File: src/rtl/sax_pkg.sv
package sax_pkg;

    typedef enum logic [1:0] {
        ACT_HOLD = 2'd0,
        ACT_SEED = 2'd1,
        ACT_STEP = 2'd2
    } sax_act_e;

endpackage

File: src/rtl/sax_const_reg.sv
module sax_const_reg #(
    parameter int          W       = 16,
    parameter logic [W-1:0] RST_VAL = '0
) (
    input  logic         clk,
    input  logic         rst,
    input  logic         ld,
    input  logic         lock,
    input  logic [W-1:0] val,
    output logic [W-1:0] q
);
    logic [W-1:0] c_d, c_q;

    always_comb begin
        c_d = c_q;
        if (ld && !lock) begin
            c_d = val;
        end
    end

    always_ff @(posedge clk) begin
        if (rst) begin
            c_q <= RST_VAL;
        end else begin
            c_q <= c_d;
        end
    end

    assign q = c_q;
endmodule

File: src/rtl/sax_step.sv
module sax_step #(
    parameter int W = 16
) (
    input  logic [W-1:0] cur,
    input  logic [W-1:0] add_c,
    input  logic [W-1:0] xor_c,
    output logic [W-1:0] nxt,
    output logic         nxt_zero
);
    logic         carry_in;
    logic [W-1:0] shifted;
    logic [W-1:0] sum;

    always_comb begin
        carry_in = cur[W-1];
        shifted  = {cur[W-2:0], 1'b0};
        sum      = shifted + add_c + W'(carry_in);
        nxt      = sum ^ xor_c;
        nxt_zero = (nxt == '0);
    end
endmodule

File: src/rtl/sax_ctrl.sv
module sax_ctrl
    import sax_pkg::*;
(
    input  logic     seed_load,
    input  logic     step_en,
    output sax_act_e act
);
    always_comb begin
        if (seed_load) begin
            act = ACT_SEED;
        end else if (step_en) begin
            act = ACT_STEP;
        end else begin
            act = ACT_HOLD;
        end
    end
endmodule

File: src/rtl/sax_prng.sv
module sax_prng
    import sax_pkg::*;
#(
    parameter int           W       = 16,
    parameter logic [W-1:0] ADD_RST = W'(16'h778B),
    parameter logic [W-1:0] XOR_RST = W'(16'h4A8B)
) (
    input  logic         clk,
    input  logic         rst,
    input  logic         step_en,
    input  logic         seed_load,
    input  logic [W-1:0] seed_val,
    input  logic         add_load,
    input  logic [W-1:0] add_val,
    input  logic         xor_load,
    input  logic [W-1:0] xor_val,
    output logic [W-1:0] state_o,
    output logic         wrap_o
);
    typedef struct packed {
        logic [W-1:0] state;
        logic         wrap;
    } regs_t;

    regs_t        r_d, r_q;
    logic [W-1:0] add_q, xor_q;
    logic [W-1:0] step_nxt;
    logic         step_zero;
    sax_act_e     act;

    sax_const_reg #(.W(W), .RST_VAL(ADD_RST)) u_add (
        .clk(clk), .rst(rst), .ld(add_load), .lock(step_en),
        .val(add_val), .q(add_q)
    );

    sax_const_reg #(.W(W), .RST_VAL(XOR_RST)) u_xor (
        .clk(clk), .rst(rst), .ld(xor_load), .lock(step_en),
        .val(xor_val), .q(xor_q)
    );

    sax_step #(.W(W)) u_step (
        .cur(r_q.state), .add_c(add_q), .xor_c(xor_q),
        .nxt(step_nxt), .nxt_zero(step_zero)
    );

    sax_ctrl u_ctrl (
        .seed_load(seed_load), .step_en(step_en), .act(act)
    );

    always_comb begin
        r_d      = r_q;
        r_d.wrap = 1'b0;
        case (act)
            ACT_SEED: r_d.state = seed_val;
            ACT_STEP: begin
                r_d.state = step_nxt;
                r_d.wrap  = step_zero;
            end
            default:  r_d.state = r_q.state;
        endcase
    end

    always_ff @(posedge clk) begin
        if (rst) begin
            r_q <= '0;
        end else begin
            r_q <= r_d;
        end
    end

    assign state_o = r_q.state;
    assign wrap_o  = r_q.wrap;
endmodule

File: config.mk
export PLATFORM = sky130hd
export DESIGN_NAME = sax_prng
export DESIGN_NICKNAME = d
export VERILOG_FILES = /design/src/rtl/sax_pkg.sv /design/src/rtl/sax_const_reg.sv /design/src/rtl/sax_step.sv /design/src/rtl/sax_ctrl.sv /design/src/rtl/sax_prng.sv
export SDC_FILE = /design/constraint.sdc
export NUM_CORES = 1
export LEC_CHECK = 0
export ABC_AREA = 0
export BUFFER_PORTS_ARGS = -buffer_cell sky130_fd_sc_hd__buf_2
export CELL_PAD_IN_SITES_DETAIL_PLACEMENT = 2
export CELL_PAD_IN_SITES_GLOBAL_PLACEMENT = 2
export CORE_MARGIN = 2
export CORE_UTILIZATION = 30
export CTS_CLUSTER_DIAMETER = 40
export DETAILED_ROUTE_END_ITERATION = 8
export HOLD_SLACK_MARGIN = 0.05
export PLACE_DENSITY = 0.85
export SLEW_MARGIN = 15
export SYNTH_ARGS = -nofsm -noshare
export SYNTH_HDL_FRONTEND = slang
export SYNTH_SLANG_ARGS = --single-unit
File: constraint.sdc
create_clock -name clk -period 3.6 [get_ports clk]
set_clock_uncertainty 0.1 [all_clocks]
set_input_delay 0.54 -clock clk [delete_from_list [all_inputs] [get_ports clk]]
set_output_delay 0.54 -clock clk [all_outputs]
set_load 0.01 [all_outputs]
### After elaboration in Yosys (flattened, before gate mapping)

Index checks and enable logic that the tools add are counted.
W data, S select, Z words.

| cells by class | value |
|---|---|
| add/subtract/negate cells | 2 |
| multiply operators | 0 |
| div/mod/pow operators | 0 |
| magnitude comparators | 0 |
| equality and inequality tests | 2 |
| shift-type cells | 0 |
| multiplexer cells | 3 |
| bitwise operators | 2 |
| reductions and logical operators | 6 |

Operator list:

| cell | count |
|---|---|
| $pmux W16 S2 | 1 |
| $add A16 B1 Y16 | 1 |
| $add A16 B16 Y16 | 1 |
| $logic_not A16 Y1 | 1 |
| $xor A16 B16 Y16 | 1 |
| $mux W2 | 2 |
| $eq A2 B1 Y1 const B | 1 |
| $eq A2 B2 Y1 const B | 1 |
| $logic_and A1 B1 Y1 | 2 |
| $reduce_bool A2 Y1 | 1 |
| $reduce_or A2 Y1 | 1 |
| $logic_not A1 Y1 | 1 |
| $not A1 Y1 | 1 |

| word-level totals | value |
|---|---|
| bits in registers | 49 |
| latch bits | 0 |
| bits in writable memories | 0 |
| memory bits (read-only) | 0 |
| input port bits | 54 |
| output and inout bits | 17 |
| word-level logic and storage cells | 19 |
| memories kept | 0 |

### Longest topological paths before layout

| logic depth | value |
|---|---|
| depth after elaboration | 5 |
| depth in mapped cells | 10 |
| depth with buffers taken out | 10 |

### Modules after synthesis

From an unflattened synthesis, not the netlist that was laid out.

| second synthesis, totals | value |
|---|---|
| cell total of the unflattened synthesis | 330 |
| area, all modules | 3,194.3 µm² |

Modules (own cells, without submodules):

| module | times used | cells an instance | area an instance (µm²) | sequential area each (µm²) |
|---|---|---|---|---|
| sax_step | 1 | 113 | 943.4 | 0.0 |
| sax_prng | 1 | 75 | 852.1 | 340.3 |
| sax_const_reg (u_xor) | 1 | 70 | 696.9 | 320.3 |
| sax_const_reg (u_add) | 1 | 70 | 680.7 | 320.3 |
| sax_ctrl | 1 | 2 | 21.3 | 0.0 |

### Worst setup path before layout

No wires, ideal clock.

| timing path | value |
|---|---|
| kind | register to register |
| start point | register r_q, in the netlist state_o[15] |
| end point | register r_q, in the netlist wrap_o |
| setup time | 0.088 ns |
| data arrival time | 2.391 ns |
| required time | 3.412 ns |
| slack | 1.021 ns |
| cell stages (with the launch flop) | 11 |
| buffers on the path | 0 |
| period minus slack after synthesis | 2.579 ns |
| path through | dfxtp_1 -> ha_1 -> inv_1 -> fa_1 -> nor2b_1 -> o31ai_1 -> a211oi_1 -> o2111a_1 -> mux2_1 -> and2_1 -> nor4_2 |

| on the way | value |
|---|---|
| cells in the longest elaborated chain, start to end | 3 |

Ends and longest elaborated chain:

| element | line | source |
|---|---|---|
| start: declaration | sax_prng.sv:25 | `regs_t r_d, r_q;` |
| start signal: assignment | sax_prng.sv:67 | `r_q <= r_d;` |
| $add A16 B1 Y16 | sax_step.sv:17 | `sum = shifted + add_c + W'(carry_in);` |
| $xor A16 B16 Y16 | sax_step.sv:18 | `nxt = sum ^ xor_c;` |
| $logic_not A16 Y1 | sax_step.sv:19 | `nxt_zero = (nxt == '0);` |

Every way passes these cells.
A chain may end at the register's enable or synchronous reset.

### Final worst setup path

Ends and elaborated chain as after synthesis.

==> summary.md <==
| Metric | Value |
|---|---|
| Vias in the first global route | `2980` |
| Max VDD drop | `155 uV` |
| Hold WC Path Type | `in -> reg` |
| Fin util | `between 30% and 40%` |
| Post-Syn Area | `0.00284 sq mm` |
| First-pass GRT wire length | `roughly 16000 um` |
| GRT Resource Usage Total | `20.5%` |
| Seq/Total Area, Yosys | `about 35%` |
| Status | `finished, final reports clean` |
| Cell total after placement | `between 500 and 600` |
| DP Wirelength | `8070 um` |
| Leak | `1.49 nW` |
| Layout net count | `490` |
| Hold buffer count at cts | `0` |
| GP Congestion | `0.880` |
| Starting Density | `30.8%` |
| Most frequent cell after synthesis | `nand2_1` |
| Port Buf Inserts | `70` |
| Post-Route WL | `between 10000 and 15000 um` |
| Worst Path Max Fanout | `3` |
| WP data arrival | `3.00 ns` |
| Final ANT Viol Nets | `0` |
| Row count | `35` |
| Total grt overflow | `0` |
| # resized after CTS | `0` |
| Fin crit share | `79.5%` |
| Die width | `between 100 and 150 um` |
| Hold WS | `about 0.32 ns` |
| Synth unique cells | `45` |
| Reg2reg setup slack | `0.74 ns` |
| Slowest-stage cell, CP | `fa_1` |
| Clock root cell | `clkbuf_8` |
| Number of DRC markers in iteration 0 | `102` |
| RSZ-0062 raised after global routing | `false` |
| Setup tns final | `0 ns` |
| Met2 GRT Util | `between 30% and 40%` |
| Area contributors post-synth | `dfxtp_1, nand2_1, xnor2_1` |
| CTS tree | `built` |
| Clock Pin Slew Worst Setup and Hold Paths | `0.10 ns` |
| Seq cells post-synth | `between 40 and 50` |
| Cts bufs inserted | `5` |
| Max_slew headroom | `56.4%` |
| Finished Layout Cells | `532` |
| Syn Inst Count | `361` |
| Die area | `approximately 0.010 sq mm` |
| 1st-pass router iterations | `4` |
| Grt peak-use layer | `met2` |
| Post-synth ARST share | `0%` |
| Max incr delay on CP | `0.41 ns` |
| N_diodes | `0` |
| Crit. End Element | `flop` |
| Fin crit period | `2.86 ns` |
| Filler cells | `1106` |
| Core area | `about 0.0092 sq mm` |
| Setup violators final | `0` |
| Largest net degree at the start of global routing | `49` |
| Top-area cell type share of the netlist area | `between 30% and 40%` |
| Crit path cell chain | `ha_1 > inv_1 > fa_1 > nor2b_1 > o31ai_1 > a211oi_1 > o2111a_1 > mux2_1 > and2_1 > nor4_2` |
| Power Density | `416 mW/mm^2` |
| Syn Area/Cell | `7.86 sq um` |
| Area grow syn2layout | `18.2%` |
| Ports | `just over 70` |
| Pins over their slew limit | `0` |
| Total power | `0.00140 W` |
| Post-DR vias/cell | `5.24` |
| Met1 Use GR | `25.2%` |
| Die Y | `101 um` |
| Synth Flop Type | `dfxtp_1` |
| Initial antenna violation count | `0` |
| Fmax | `350 MHz` |
| Final hold violations | `0` |
| YS warnings | `0` |
| # Post-CTS Setup Buffers | `0` |
| Max-cap violations | `0` |
| Crit Path Class | `reg -> reg` |
| Vias | `about 2800` |
| Clk Latency, worst-skew pair | `approximately 0.32 ns` |
| Clock sinks | `49` |
| Area leader, netlist | `dfxtp_1` |
| Fraction of layout instances using a drive strength above 1 | `20.0%` |
| Startpoint types | `flop` |
| EDFF count, synth | `0` |
| H-tree depth | `2` |
| Synth top cells by count | `nand2_1, dfxtp_1, a21oi_1` |
| Mapped Nets | `431` |
| Routed len/inst | `19.2 um` |
| Met3 Use GR | `about 3.3%` |
| Clock Tree Buf Depth | `2` |
| Worst path required time | `roughly 3.7 ns` |
| Slew at the pin closest to its max-slew limit | `0.652 ns` |
| # DRC | `0` |
[per-layer routing]
layer  up-vias  part of all wire [%]
li1       1359                     -
met1      1351                    43
met2        67                    51
met3        13                   4.2
met4         0                   1.7
met5         -                     0
[worst paths after layout]
check,end,cells past startpoint,from
setup / recovery,wrap_o,10,state_o[15]
setup reg to reg,wrap_o,10,state_o[15]
hold reg to reg,u_add.q[11],2,u_add.q[11]
hold / removal,u_add.q[1],2,add_val[1]
[layout by cell type (no fill, tap or decap), types with 5 or more instances in the layout]
cell	netlist	layout
a211o_1	6	6
a211oi_1	8	8
a21oi_1	36	36
buf_2	2	70
clkbuf_8	0	5
dfxtp_1	49	49
ha_1	15	15
inv_1	8	8
nand2_1	82	82
nand3_1	5	5
nand3b_1	16	16
nor2_1	29	29
nor3_1	5	5
xnor2_1	23	23
xor2_1	6	6
[logic make-up (layout without fill, tap and decap cells)]
group                    count (synthesis)  in the layout  share of synthesized area [%]
flip-flops                              49             49                           34.6
multiplexers                             3              3                           1.10
buffers and inverters                   29             89                           3.93
adder cells (fa/ha/maj)                 16             16                           7.32
AND/OR/NAND/NOR                        155            155                           25.1
XOR/XNOR                                29             29                           8.95
AO/OA/AOI/OAI                           80             80                           19.0
[power by group]
group / switching (W) / internal, W / total [W]
clock network: 0.000204 / 0.000135 / 0.000339
registers: 0.0000309 / 0.000578 / 0.000609
logic: 0.000264 / 0.000184 / 0.000448
total: 0.000499 / 0.000897 / 0.00140
[critical path: cells and delay by family (launching register included)]
| kind | cells | cell delay, ns |
|---|---|---|
| AO/OA/AOI/OAI | 3 | 0.66 |
| adder cells (fa/ha/maj) | 2 | 0.64 |
| AND/OR/NAND/NOR | 3 | 0.59 |
| flip-flops | 1 | 0.40 |
| multiplexers | 1 | 0.33 |
| buffers and inverters | 1 | 0.08 |
[area by class of cell]
cell class / instances / area (sq um) / share of cell area [%]
sequential: 49 / 981 / 29.3
multi-input combinational: 283 / 1740 / 52.0
clock buffer: 5 / 68.8 / 2.05
timing repair buffer: 73 / 373 / 11.1
clock inverter: 3 / 17.5 / 0.522
tap: 111 / 139 / 4.14
inverter: 8 / 30.0 / 0.896
[flip-flops by register name, summed over array words and instances, names as in the netlist]
name,count
u_add.q,16
wrap_o,1
state_o,16
u_xor.q,16
[stage by stage]
stage	setup WS [ns]	cell area (sq um)
final	0.739	3350
after detailed placement	0.767	3270
after CTS	0.747	3350
after global placement	0.943	3270
after floorplan	1.02	2840
after global routing	0.557	3350
Power figures use the tool's default switching activity.
